--- src/rtl/ccr_pkg.sv ---
package ccr_pkg;
  localparam int WORD_W = 32;
  localparam int KEY_W  = 16;
  typedef logic [WORD_W-1:0] word_t;

  localparam word_t ID_VAL   = 32'h411A3001;
  localparam word_t STAT_VAL = 32'h00100000;
  localparam word_t OSC_RST  = 32'h01000048;
  localparam word_t AUX_RST  = 32'h0007FEFF;
  localparam word_t SDR_RST  = 32'h00011122;
  localparam word_t INIT_RST = 32'h00000112;
  localparam logic [KEY_W-1:0] UNLOCK_KEY = 16'hA05F;

  // word indexes whose positions software decodes
  localparam int IX_ID      = 0;
  localparam int IX_PROC    = 1;
  localparam int IX_OSC     = 2;
  localparam int IX_CTRL    = 3;
  localparam int IX_STAT    = 4;
  localparam int IX_KEY     = 5;
  localparam int IX_AUX     = 7;
  localparam int IX_SDR     = 8;
  localparam int IX_INIT    = 9;
  localparam int IX_FLG_S   = 12;
  localparam int IX_FLG_C   = 13;
  localparam int IX_NVF_S   = 14;
  localparam int IX_NVF_C   = 15;
  localparam int IX_VOLT_LO = 32;
  localparam int IX_VOLT_HI = 35;
  localparam int IX_SPD_LO  = 64;
  localparam int IX_SPD_HI  = 127;
  localparam int SPD_ENTRIES = 32;

  localparam int CB_LED   = 0;
  localparam int CB_REMAP = 2;
  localparam int CB_RSTRQ = 3;

  function automatic logic [7:0] spd_byte(input int k, input logic [7:0] last);
    case (k)
      0: return 8'd128;  1: return 8'd8;    2: return 8'd4;    3: return 8'd11;
      4: return 8'd9;    5: return 8'd1;    6: return 8'd64;   8: return 8'd2;
      9: return 8'hA0;  10: return 8'hA0;  13: return 8'd8;   15: return 8'd1;
      16: return 8'h0E; 17: return 8'd4;   18: return 8'h1C;  19: return 8'd1;
      20: return 8'd2;  21: return 8'h20;  22: return 8'hC0;  27: return 8'h30;
      28: return 8'h28; 29: return 8'h30;  30: return 8'h28;  31: return last;
      default: return 8'd0;
    endcase
  endfunction
endpackage

--- src/rtl/ccr_key_gate.sv ---
module ccr_key_gate import ccr_pkg::*; (
  input  logic              clk,
  input  logic              rst_n,
  input  logic              key_we,
  input  logic              osc_we,
  input  logic              aux_we,
  input  word_t             wdata,
  output logic [KEY_W-1:0]  key_q,
  output logic              unlocked,
  output word_t             osc_q,
  output word_t             aux_q
);
  logic [KEY_W-1:0] key_d;
  word_t osc_d, aux_d;

  assign unlocked = (key_q == UNLOCK_KEY);

  always_comb begin
    key_d = key_we ? wdata[KEY_W-1:0] : key_q;
    osc_d = (osc_we && unlocked) ? wdata : osc_q;
    aux_d = (aux_we && unlocked) ? wdata : aux_q;
  end

  always_ff @(posedge clk or negedge rst_n) begin
    if (!rst_n) begin
      key_q <= '0;
      osc_q <= OSC_RST;
      aux_q <= AUX_RST;
    end else begin
      key_q <= key_d;
      osc_q <= osc_d;
      aux_q <= aux_d;
    end
  end
endmodule

--- src/rtl/ccr_setclr_reg.sv ---
module ccr_setclr_reg #(
  parameter int W = 32
) (
  input  logic         clk,
  input  logic         rst_n,
  input  logic         set_en,
  input  logic         clr_en,
  input  logic [W-1:0] wdata,
  output logic [W-1:0] q
);
  logic [W-1:0] d;

  always_comb begin
    d = q;
    if (set_en) d = d | wdata;
    if (clr_en) d = d & ~wdata;
  end

  always_ff @(posedge clk or negedge rst_n) begin
    if (!rst_n) q <= '0;
    else        q <= d;
  end
endmodule

--- src/rtl/ccr_spd_rom.sv ---
module ccr_spd_rom import ccr_pkg::*; #(
  parameter int         ENTRIES = SPD_ENTRIES,
  parameter logic [7:0] LAST    = 8'h02,
  localparam int        SEL_W   = $clog2(ENTRIES)
) (
  input  logic [SEL_W-1:0] sel,
  output logic [7:0]       q
);
  logic [7:0] tbl [ENTRIES];

  for (genvar g = 0; g < ENTRIES; g++) begin : g_ent
    assign tbl[g] = spd_byte(g, LAST);
  end

  assign q = tbl[sel];
endmodule

--- src/rtl/core_ctrl_regs.sv ---
module core_ctrl_regs import ccr_pkg::*; #(
  parameter int         ADDR_W   = 12,
  parameter logic [7:0] SPD_LAST = 8'h02
) (
  input  logic              clk,
  input  logic              rst_n,
  input  logic              req_rd,
  input  logic              req_wr,
  input  logic [ADDR_W-1:0] req_addr,
  input  logic [WORD_W-1:0] req_wdata,
  output logic [WORD_W-1:0] rsp_rdata,
  output logic              rsp_err,
  output logic              rst_req,
  output logic              remap_ram,
  output logic              led_on
);
  localparam int IDX_W = ADDR_W - 2;
  localparam int SEL_W = $clog2(SPD_ENTRIES);

  logic [IDX_W-1:0] idx;
  logic [1:0]       unused_lo;
  assign idx       = req_addr[ADDR_W-1:2];
  assign unused_lo = req_addr[1:0];

  function automatic logic is_ix(input logic [IDX_W-1:0] i, input int ix);
    return i == IDX_W'(ix);
  endfunction

  // write strobes
  logic we_osc, we_ctrl, we_key, we_aux, we_sdr, we_init;
  logic we_fs, we_fc, we_ns, we_nc;
  always_comb begin
    we_osc  = req_wr && is_ix(idx, IX_OSC);
    we_ctrl = req_wr && is_ix(idx, IX_CTRL);
    we_key  = req_wr && is_ix(idx, IX_KEY);
    we_aux  = req_wr && is_ix(idx, IX_AUX);
    we_sdr  = req_wr && is_ix(idx, IX_SDR);
    we_init = req_wr && is_ix(idx, IX_INIT);
    we_fs   = req_wr && is_ix(idx, IX_FLG_S);
    we_fc   = req_wr && is_ix(idx, IX_FLG_C);
    we_ns   = req_wr && is_ix(idx, IX_NVF_S);
    we_nc   = req_wr && is_ix(idx, IX_NVF_C);
  end

  logic [KEY_W-1:0] key_q;
  logic             unlocked;
  word_t            osc_q, aux_q, flg_q, nvf_q;

  ccr_key_gate u_key (
    .clk(clk), .rst_n(rst_n), .key_we(we_key), .osc_we(we_osc), .aux_we(we_aux),
    .wdata(req_wdata), .key_q(key_q), .unlocked(unlocked), .osc_q(osc_q), .aux_q(aux_q)
  );

  ccr_setclr_reg #(.W(WORD_W)) u_flg (
    .clk(clk), .rst_n(rst_n), .set_en(we_fs), .clr_en(we_fc), .wdata(req_wdata), .q(flg_q)
  );

  ccr_setclr_reg #(.W(WORD_W)) u_nvf (
    .clk(clk), .rst_n(rst_n), .set_en(we_ns), .clr_en(we_nc), .wdata(req_wdata), .q(nvf_q)
  );

  logic [7:0] spd_q;
  ccr_spd_rom #(.ENTRIES(SPD_ENTRIES), .LAST(SPD_LAST)) u_spd (
    .sel(idx[SEL_W-1:0]), .q(spd_q)
  );

  // plain configuration words and control bits
  word_t sdr_q, sdr_d, init_q, init_d;
  logic  led_q, led_d, rmp_q, rmp_d;
  logic  rst_d;

  always_comb begin
    sdr_d  = we_sdr  ? req_wdata : sdr_q;
    init_d = we_init ? req_wdata : init_q;
    led_d  = we_ctrl ? req_wdata[CB_LED]   : led_q;
    rmp_d  = we_ctrl ? req_wdata[CB_REMAP] : rmp_q;
    rst_d  = we_ctrl && req_wdata[CB_RSTRQ];
  end

  // read decode
  logic  rd_ok, wr_ok, in_volt, in_spd, in_tab;
  word_t rd_mux;

  always_comb begin
    in_volt = (idx >= IDX_W'(IX_VOLT_LO)) && (idx <= IDX_W'(IX_VOLT_HI));
    in_spd  = (idx >= IDX_W'(IX_SPD_LO))  && (idx <= IDX_W'(IX_SPD_HI));
    in_tab  = in_spd && (idx < IDX_W'(IX_SPD_LO + SPD_ENTRIES));
    rd_ok   = in_volt || in_spd;
    wr_ok   = in_volt;
    rd_mux  = '0;
    if (in_tab) rd_mux = {{(WORD_W-8){1'b0}}, spd_q};
    case (idx)
      IDX_W'(IX_ID):    begin rd_ok = 1'b1; rd_mux = ID_VAL; end
      IDX_W'(IX_PROC):  rd_ok = 1'b1;
      IDX_W'(IX_OSC):   begin rd_ok = 1'b1; wr_ok = 1'b1; rd_mux = osc_q; end
      IDX_W'(IX_CTRL):  begin
        rd_ok = 1'b1; wr_ok = 1'b1;
        rd_mux[CB_LED] = led_q; rd_mux[CB_REMAP] = rmp_q;
      end
      IDX_W'(IX_STAT):  begin rd_ok = 1'b1; rd_mux = STAT_VAL; end
      IDX_W'(IX_KEY):   begin
        rd_ok = 1'b1; wr_ok = 1'b1;
        rd_mux = {{(WORD_W-KEY_W-1){1'b0}}, unlocked, key_q};
      end
      IDX_W'(IX_AUX):   begin rd_ok = 1'b1; wr_ok = 1'b1; rd_mux = aux_q; end
      IDX_W'(IX_SDR):   begin rd_ok = 1'b1; wr_ok = 1'b1; rd_mux = sdr_q; end
      IDX_W'(IX_INIT):  begin rd_ok = 1'b1; wr_ok = 1'b1; rd_mux = init_q; end
      IDX_W'(IX_FLG_S): begin rd_ok = 1'b1; wr_ok = 1'b1; rd_mux = flg_q; end
      IDX_W'(IX_FLG_C): wr_ok = 1'b1;
      IDX_W'(IX_NVF_S): begin rd_ok = 1'b1; wr_ok = 1'b1; rd_mux = nvf_q; end
      IDX_W'(IX_NVF_C): wr_ok = 1'b1;
      default: ;
    endcase
  end

  word_t rdata_d;
  logic  err_d;
  always_comb begin
    rdata_d = (req_rd && rd_ok) ? rd_mux : '0;
    err_d   = (req_rd && !rd_ok) || (req_wr && !wr_ok);
  end

  always_ff @(posedge clk or negedge rst_n) begin
    if (!rst_n) begin
      sdr_q     <= SDR_RST;
      init_q    <= INIT_RST;
      led_q     <= 1'b0;
      rmp_q     <= 1'b0;
      rst_req   <= 1'b0;
      rsp_rdata <= '0;
      rsp_err   <= 1'b0;
    end else begin
      sdr_q     <= sdr_d;
      init_q    <= init_d;
      led_q     <= led_d;
      rmp_q     <= rmp_d;
      rst_req   <= rst_d;
      rsp_rdata <= rdata_d;
      rsp_err   <= err_d;
    end
  end

  assign led_on    = led_q;
  assign remap_ram = rmp_q;
endmodule

--- config.mk ---
export PLATFORM = sky130hd
export DESIGN_NAME = core_ctrl_regs
export DESIGN_NICKNAME = d
export VERILOG_FILES = /design/src/rtl/ccr_pkg.sv /design/src/rtl/ccr_key_gate.sv /design/src/rtl/ccr_setclr_reg.sv /design/src/rtl/ccr_spd_rom.sv /design/src/rtl/core_ctrl_regs.sv
export SDC_FILE = /design/constraint.sdc
export NUM_CORES = 1
export LEC_CHECK = 0
export ABC_CLOCK_PERIOD_IN_PS = 2260
export BUFFER_PORTS_ARGS = -buffer_cell sky130_fd_sc_hd__buf_2
export CORE_MARGIN = 2
export CORE_UTILIZATION = 60
export CTS_CLUSTER_DIAMETER = 30
export DETAILED_ROUTE_END_ITERATION = 16
export PLACE_DENSITY_LB_ADDON = 0.1
export SYNTH_ARGS = -nofsm -noshare
export SYNTH_HDL_FRONTEND = slang
export SYNTH_SLANG_ARGS = --single-unit
--- constraint.sdc ---
create_clock -name clk -period 2.26 [get_ports clk]
set_clock_uncertainty 0.05 [all_clocks]
set_input_delay 0.113 -clock clk [delete_from_list [all_inputs] [get_ports clk]]
set_output_delay 0.113 -clock clk [all_outputs]
set_load 0.01 [all_outputs]
# == Word level (Yosys, flattened, before mapping) ==
# Memories as Yosys holds them, arrays and structs flattened.
# Cells that the tools add are included.
# word_totals
register_bits,244
mem_bits_ro,256
in_bits,48
output_inout_bits,36
elab_cells,79
n_memories,1
# classes
magnitude_cmp,6
n_eq_ne,13
n_mux,14
bitwise,6
n_reduce_logical,27
# memory_table
memory,words,width,rd,rd_clocked_by_memory_dff,wr,line_no,text
(name not given),32,8,1,0,0,ccr_spd_rom.sv:15,assign q = tbl[sel];
# ops
operator,count
29-bit one-hot mux with 9 select lines,1
32-bit two-way mux,5
32-bit bitwise AND,2
32-bit OR,2
"10-bit by 4-bit == test with 1-bit output, second input constant",6
32-bit NOT,1
"10-bit by 3-bit == test with 1-bit output, second input constant",3
8-bit two-way mux,3
"10-bit by 2-bit == test with 1-bit output, second input constant",2
1-bit logical AND,19
"16-bit == test, second input constant",1
11-bit OR reduction,1
"10-bit by 1-bit == test with 1-bit output, second input constant",1
"10-bit by 6-bit greater-or-equal comparator with 1-bit output, second input constant",1
"10-bit by 7-bit greater-or-equal comparator with 1-bit output, second input constant",1
"10-bit by 6-bit <= comparator with 1-bit output, second input constant",1
"10-bit by 7-bit <= comparator with 1-bit output, second input constant",1
10-bit zero test,1
"10-bit by 7-bit < comparator with 1-bit output, second input constant",1
1-bit one-hot mux with 10 select lines,1
10-bit OR reduction,1
1-bit one-hot mux with 9 select lines,1
1-bit one-hot mux with 8 select lines,1
"6-bit greater-or-equal comparator, second input constant",1
other kinds (5),8

# == Depth between registers and ports, before layout ==
# Gate-level depths: netlist of the first run.
# depth
word_depth,7
ltp_mapped,9

# == Modules after synthesis ==
# From an unflattened synthesis of the first run, not the netlist that was laid out.
# hier_totals
hier_cells,945
area_unflattened_um2,11268.3
# by_module_without_submodules
mod,instances,cells_per_inst,area_each_um2,seq_area_each_um2
core_ctrl_regs,1,517,5541.6,2512.4
ccr_key_gate,1,176,3051.7,2028.2
ccr_setclr_reg,2,102,1169.9,800.8
ccr_spd_rom,1,48,335.3,0.0

# == Worst setup path after synthesis of the first run ==
# OpenSTA, ideal clock, no wires.
# synth_path
kind,register to register
startpoint,reg u_key.key_q[9]
endpoint,reg u_key.osc_q[16]
arrival_ps,1673
t_required_ps,2085
slack_ps,412
stages_incl_launch_ff,8
synth_period_minus_slack_ps,1848
path_cell_list,dfrtp_1 > nor4b_1 > nand2_1 > nor3_1 > and3_1 > buf_4 > buf_6 > mux2_2
# synth_via
elab_chain_len,2
# synth_lines
element,line_no,text
from (decl),ccr_key_gate.sv:8,"output logic [KEY_W-1:0] key_q,"
from (signal assigned),ccr_key_gate.sv:30,key_q <= key_d;
16-bit == test,ccr_key_gate.sv:16,assign unlocked = (key_q == UNLOCK_KEY);
1-bit logical AND,ccr_key_gate.sv:20,osc_d = (osc_we && unlocked) ? wdata : osc_q;
to (signal assigned),ccr_key_gate.sv:31,osc_q <= osc_d;
to (decl),ccr_key_gate.sv:10,"output word_t osc_q,"
# No other way between the ends.
# A chain may end at the register's enable or synchronous reset.

# == Worst setup path in the final report of the first run ==
# layout_path
startpoint,in req_addr[6]
endpoint,reg rsp_rdata[15]
# layout_via
elab_chain_len,6
elab_cells_between_ends,23
# layout_lines
element,line_no,text
from (decl),core_ctrl_regs.sv:9,"input logic [ADDR_W-1:0] req_addr,"
10-bit by 6-bit greater-or-equal comparator with 1-bit output (tied with other cells),core_ctrl_regs.sv:85,in_volt = (idx >= IDX_W'(IX_VOLT_LO)) && (idx <= IDX_W'(IX_VOLT_HI));
1-bit logical AND (on tied branches),"core_ctrl_regs.sv:85, core_ctrl_regs.sv:86",
1-bit logical OR,core_ctrl_regs.sv:88,rd_ok = in_volt || in_spd;
1-bit two-way mux,core_ctrl_regs.sv:92,case (idx)
1-bit logical AND,core_ctrl_regs.sv:119,rdata_d = (req_rd && rd_ok) ? rd_mux : '0;
32-bit two-way mux (*),core_ctrl_regs.sv:119,
net rdata_d[15],core_ctrl_regs.sv:116,word_t rdata_d;
to (signal assigned),core_ctrl_regs.sv:138,rsp_rdata <= rdata_d;
to (decl),core_ctrl_regs.sv:11,"output logic [WORD_W-1:0] rsp_rdata,"
# The timed path passes the listed nets; every way through them passes the cells marked *.

==> results.ini, run 1 <==
[final_layout]
finalNetCount=1127
drive_gt1_frac=0.3144
fill_cells=1133
diodes=0
area_growth_pct=25.03

[yosys]
async_flop_share=1.000
netlist_instances=939
synthXorXnorAreaFrac=0
synth_edf_count=0
synthTopCellsByArea=dfrtp_1 (48%), mux2_2 (9.5%), a21oi_1 (7.1%), dfstp_2 (6.8%), mux2_1 (5.4%)
ys_seq_elements=244
synthAdderAreaFrac=0.005617
synth_most_common_cell=dfrtp_1
syn_area_um2=11140
synth_fp_nets=992
synth.mux.area_fraction=0.1621
yosysSeqAreaShare=0.5515
synth_flop_cell=dfrtp_1
yosysWarnings=0
synth.top_cell.area_share=0.4831
synth_compound_area_frac=0.1658
synthTopCellsByCount=dfrtp_1 (215), a21oi_1 (158), mux2_2 (94)
yosys.area_share.simple=0.06853
avgSynthCellArea_um2=11.86
yosys.area.top_type=dfrtp_1
synth_cell_type_count=64
synth_top_family_by_area=compound AO/OA/AOI/OAI gates

[power_and_ir_drop]
p_per_area_nw_per_um2=881.4
ir_drop_mv=0.5943
p_leak_nw=6.663
power_w=0.01227

[clock_tree]
htree_levels=2
cts_made_buffers=48
clk_latency_ns=0.52
cts_root_buffer=clkbuf_16
cts_tree=yes
cts_setup_buffers=0
clockBufferDepth=3
cts.sinks=244
clk_pin_slew_worst_paths_ns=0.05

[timing]
maxSlewHeadroom=0.5680
finalCriticalPeriod_ns=2.141
post-route-period-util=0.9474
max_clock_freq_mhz=467.1
rsz0062_at_grt=no
postLayoutSetupSlackWorst_ns=0.1189
hold_viol_final=0
worstMarginPinSlew_ns=0.6480
report.final.setup_viol=0
drv_slew=0

[floorplanning]
num_rows=49
initial_core_util=0.6158
core_area_um2=18090
die-area_um2=19670
die_w_um=140.2
ioPinCount=84
die_h_um=140.2

[setup_path]
crit_chain=dlygate4sd3_1 > buf_2 > buf_4 > nor2_1 > and2_0 > buf_4 > and3_1 > buf_12 > a222oi_1 > nor2_1
end_kind=register
slowest_delay_ns=0.53
worstPathMaxFanout=21
cp-start-kind=primary input
cp.arrival_ns=2.48
r2r_setup_slack_ns=0.12
worstPathRequired_ns=2.60
path_class=primary input to register
cpMaxStageDelayCell=dlygate4sd3_1

[global_route]
grt_pass1_wl_mm=50.56
antenna_found_initial=0
grt_max_degree=74
grtUsageTotal=0.3291
grt_pass1_vias=9379
overflow=0

[routing]
wirelength_mm=31.68
num_vias=8672
wl_per_cell_um=23.66
vias_per_cell=6.476
drc_errors=0
drt_pass1_iterations=7
antenna_left=0
drtIter0Drc=774

[flow_run]
drv_cap=0

[place]
pre_cts_ws_ns=-0.03867
port-buffer-count=81
dp_hpwl_mm=19.41
gp_congestion=0.9766

[hold_path]
hold_class=primary input to register

[status]
status=finished, final reports clean

per-stage QoR:
step	utilization	instance area (µm²)	std cells	TNS, ns	hold slack, ns
finish	0.7699	13920	1339	0	0.02823
CTS	0.7696	13920	1339	0	0.02492
global placement	0.6561	11870	1216	0	-0.01275
detailed placement	0.6561	11870	1216	-0.4259	-0.007725
global route	0.7699	13920	1339	0	0.05543
floorplan	-	11140	939	0	-0.2326
layout by cell type (no fill, tap or decap), types with 17 or more instances in the layout:
master / Yosys / layout
a22o_1: 20 / 20
nor2_1: 18 / 17
nand2_1: 54 / 54
buf_4: 12 / 46
o21ai_0: 18 / 18
dfstp_2: 29 / 29
dfrtp_1: 215 / 215
a21oi_1: 158 / 158
mux2_1: 53 / 53
buf_2: 46 / 80
dlygate4sd3_1: 0 / 37
clkbuf_16: 0 / 49
mux2_2: 94 / 94
kinds of logic after synthesis:
group,after synthesis
buffers and inverters,92
adders and majority gates,5
DFF,244
AOI/OAI and AO/OA,294
and+or+nand+nor,142
muxes,162
where the power goes:
group,total [W],internal (W),switching (W),leakage [nW]
Sequential,0.00445,0.00443,0.0000241,3.29
Combinational,0.000548,0.000188,0.000360,2.55
Clock,0.00727,0.00511,0.00217,0.816
Total,0.0123,0.00972,0.00255,6.66
repair_timing:
item	4_1_cts	5_1_grt
gates resized for setup	0	1
endpoints found under the setup margin	0	52
hold buffers	37	0
endpoints found under the hold margin	431	0
area by class of cell:
| type | count | area, µm² | area share |
|---|---|---|---|
| clock inverter | 18 | 305.3 | 0.02192 |
| inverter | 4 | 15.01 | 0.001078 |
| tap | 229 | 286.5 | 0.02058 |
| clock buffer | 68 | 1378 | 0.09893 |
| timing repair buffer | 173 | 1311 | 0.09417 |
| sequential | 244 | 6142 | 0.4411 |
| multi-input combinational | 603 | 4487 | 0.3222 |
metal layers:
| layer | vias to the layer above | track usage | share of wire |
|---|---|---|---|
| met3 | 102 | 0.05573 | 0.076 |
| met2 | 420 | 0.5591 | 0.51 |
| met4 | 0 | 0.1483 | 0.036 |
| met1 | 4393 | 0.4170 | 0.38 |
| li1 | 3757 | - | - |
| met5 | - | 0 | 0 |
critical path, delay by kind of cell:
kind	cells	cell delay, ns
compound gates	1	0.47
buf+inv	5	1.30
simple gates	4	0.58
path summary, 6_finish.rpt:
check / start / end / cells after the start
max in group asynchronous: rst_n / u_key.osc_q[6] / 3
min reg2reg: u_key.osc_q[8] / u_key.osc_q[8] / 1
max reg2reg: u_key.key_q[9] / u_key.aux_q[27] / 6
max: req_addr[6] / rsp_rdata[15] / 10
min in group asynchronous: rst_n / asynchronous set/reset pin / 2
min: req_addr[2] / rsp_rdata[3] / 5
Power figures use the tool's default switching activity.
==> run 2, diff against run 1 <==
--- a/config.mk
+++ b/config.mk
@@ -14,4 +14,5 @@
 export PLACE_DENSITY_LB_ADDON = 0.1
 export SYNTH_ARGS = -nofsm -noshare
 export SYNTH_HDL_FRONTEND = slang
+export SYNTH_HIERARCHICAL = 1
 export SYNTH_SLANG_ARGS = --single-unit
==> run 2 against run 1 <==
Against the previous run: global-route usage rose by 0.35 points; count of clock-buffer cells in the layout is 11 lower; combinational power rose by 15%; sequential cell count did not move; largest power group unchanged; highest routed layer unchanged.
==> results.ini, run 2 <==
[status]
status=finished, final reports clean

[place]
port-buffer-count=81
dp_cells=1270
gp_congestion=0.8999
dp_hpwl_mm=19.92
placed_cell_area_um2=12370

[global_route]
antenna_found_initial=0
grt_pass1_wl_mm=50.92
grtUsageTotal=0.3325
overflow=0
grt_max_degree=71
grt_pass1_vias=9176

[routing]
wl_per_cell_um=23.06
vias_per_cell=6.351
drtIter0Drc=647
drc_errors=0
antenna_left=0
wirelength_mm=32.12
num_vias=8847
drt_pass1_iterations=7

[final_layout]
area_growth_pct=28.27
drive_gt1_frac=0.3175
final_cells=1393
layout_common_cells=dfrtp_1 (215), a21oi_1 (162), buf_2 (80), buf_4 (64), mux2_1 (62)
finalNetCount=1174
diodes=0
final_util=0.7779
final_common_cell=dfrtp_1
fin_area_um2=14450

[yosys]
synth_flop_cell=dfrtp_1
synthTopCellsByArea=dfrtp_1 (48%), a21oi_1 (7.2%), dfstp_2 (6.8%), mux2_1 (6.2%), mux2_2 (5.6%)
ys_seq_elements=244
yosysSeqAreaShare=0.5451
synth_most_common_cell=dfrtp_1
yosys.area.top_type=dfrtp_1
netlist_instances=945
async_flop_share=1.000
synthTopCellsByCount=dfrtp_1 (215), a21oi_1 (162), mux2_1 (62)
syn_area_um2=11270
yosysWarnings=6
synth_cell_type_count=61
synth_edf_count=0
synth_fp_nets=999
avgSynthCellArea_um2=11.92
synth.top_cell.area_share=0.4775

[timing]
post-route-period-util=0.9726
worstMarginPinSlew_ns=0.5656
rsz0062_at_grt=no
report.final.setup_viol=0
drv_slew=0
hold_viol_final=0
maxSlewHeadroom=0.6229
finalCriticalPeriod_ns=2.198
max_clock_freq_mhz=454.9

[setup_path]
crit-reg2reg-launch=u_key/key_q[11]
worstPathRequired_ns=2.62
end_kind=register
r2r_cells=5
r2r_setup_slack_ns=0.06
r2r-end=u_key/aux_q[25]
slowest_delay_ns=0.57
worstPathMaxFanout=12
cp.arrival_ns=2.56
path_class=register to register
crit_chain=or4b_4 > nor4_4 > nand2_2 > buf_4 > mux2_1
cp-start-kind=register
cpMaxStageDelayCell=or4b_4

[power_and_ir_drop]
p_seq_frac=0.352
intPower_w=0.009827
clockPowerShare=0.598
p_sw_frac=0.2214
ir_drop_mv=0.9431
power.switching_w=0.002795
p_leak_nw=6.949
power_w=0.01262
p_per_area_nw_per_um2=873.2
pwr-share-comb=0.050

[floorplanning]
num_rows=50
die-area_um2=19890
core_area_um2=18580
die_h_um=141.0
ioPinCount=84
die_w_um=141.0
initial_core_util=0.6065

[clock_tree]
clockBufferDepth=3
cts_tree=yes
cts_root_buffer=clkbuf_16
clk_latency_ns=0.55
cts_setup_buffers=0
htree_levels=2
cts_made_buffers=47
clk_pin_slew_worst_paths_ns=0.05
cts.sinks=244

[flow_run]
drv_cap=0

[hold_path]
hold_class=primary input to asynchronous set/reset pin

==> run 2: changes by cell type after synthesis, moves of 9 or more <==
cell      change
a222oi_1     -10
a22oi_1      +12
and3_1       -10
buf_2        -21
mux2_1        +9
mux2_2       -38
mux2_4       +28
mux2i_1      +21
nand2_1      -13
nor2_1       +21
nor3_1       +10
==> run 2: final cells by class <==
cell class                 instances  area (µm²)
clock inverter                    31       460.4
sequential                       244        6142
clock buffer                      57        1275
inverter                           7       26.28
fill                            1181        4126
tap                              234       292.8
multi-input combinational        628        4771
timing repair buffer             192        1486
==> run 2: cells by family after synthesis <==
kind of cell	count (synthesis)	synth area share
and+or+nand+nor	151	0.06796
DFF	244	0.5451
AOI/OAI and AO/OA	288	0.1575
adders and majority gates	6	0.006662
buffers and inverters	73	0.03487
muxes	182	0.1872
xor gates and xnor gates	1	0.0007774
==> run 2: per-layer routing <==
| metal | part of all wire | track usage | vias to the layer above |
|---|---|---|---|
| met3 | 0.076 | 0.06488 | 89 |
| met2 | 0.48 | 0.5317 | 424 |
| li1 | - | - | 3873 |
| met1 | 0.41 | 0.4520 | 4461 |
| met5 | 0 | 0 | - |
| met4 | 0.030 | 0.1342 | 0 |
==> run 2: repair_timing <==
item	in CTS	in global routing
hold endpoints to repair	402	0
gates resized for setup	0	0
hold buffers	35	0
==> run 2: how the worst max path moves through the flow <==
stage,cells after the start,end,from,slack [ns]
after floorplan,7,u_key/key_q[10],req_addr[9],0.06
after detailed placement,8,u_flg/q[0],req_addr[9],-0.02
after global placement,8,u_nvf/q[8],req_addr[9],0.04
after global routing,5,u_key/aux_q[30],u_key/key_q[11],0.002
final,5,u_key/aux_q[25],u_key/key_q[11],0.06
after CTS,5,u_key/aux_q[25],u_key/key_q[11],0.07
==> run 2: critical path: cells and delay by family (launching register included) <==
kind	cells	cell delay [ns]
flip-flops	1	0.41
AND/OR/NAND/NOR	3	1.05
multiplexers	1	0.33
buffers and inverters	1	0.23
==> run 2: per-stage QoR <==
stage                     hold slack, ns  setup WS [ns]  TNS [ns]
final                            0.09474        0.06187         0
after global routing              0.1337       0.002360         0
after CTS                        0.08165        0.06973         0
after detailed placement         0.06884       -0.02401  -0.07542
after global placement           0.06440        0.04209         0
after floorplan                  -0.2326        0.05612         0
==> run 2: power groups by stage <==
stage               clock (W)  combinational (W)  sequential [W]
floorplan                   0           0.000225         0.00451
global placement            0           0.000563         0.00451
detailed placement          0           0.000571         0.00451
CTS                   0.00759           0.000623         0.00445
global route          0.00784           0.000683         0.00445
finish                0.00754           0.000630         0.00445
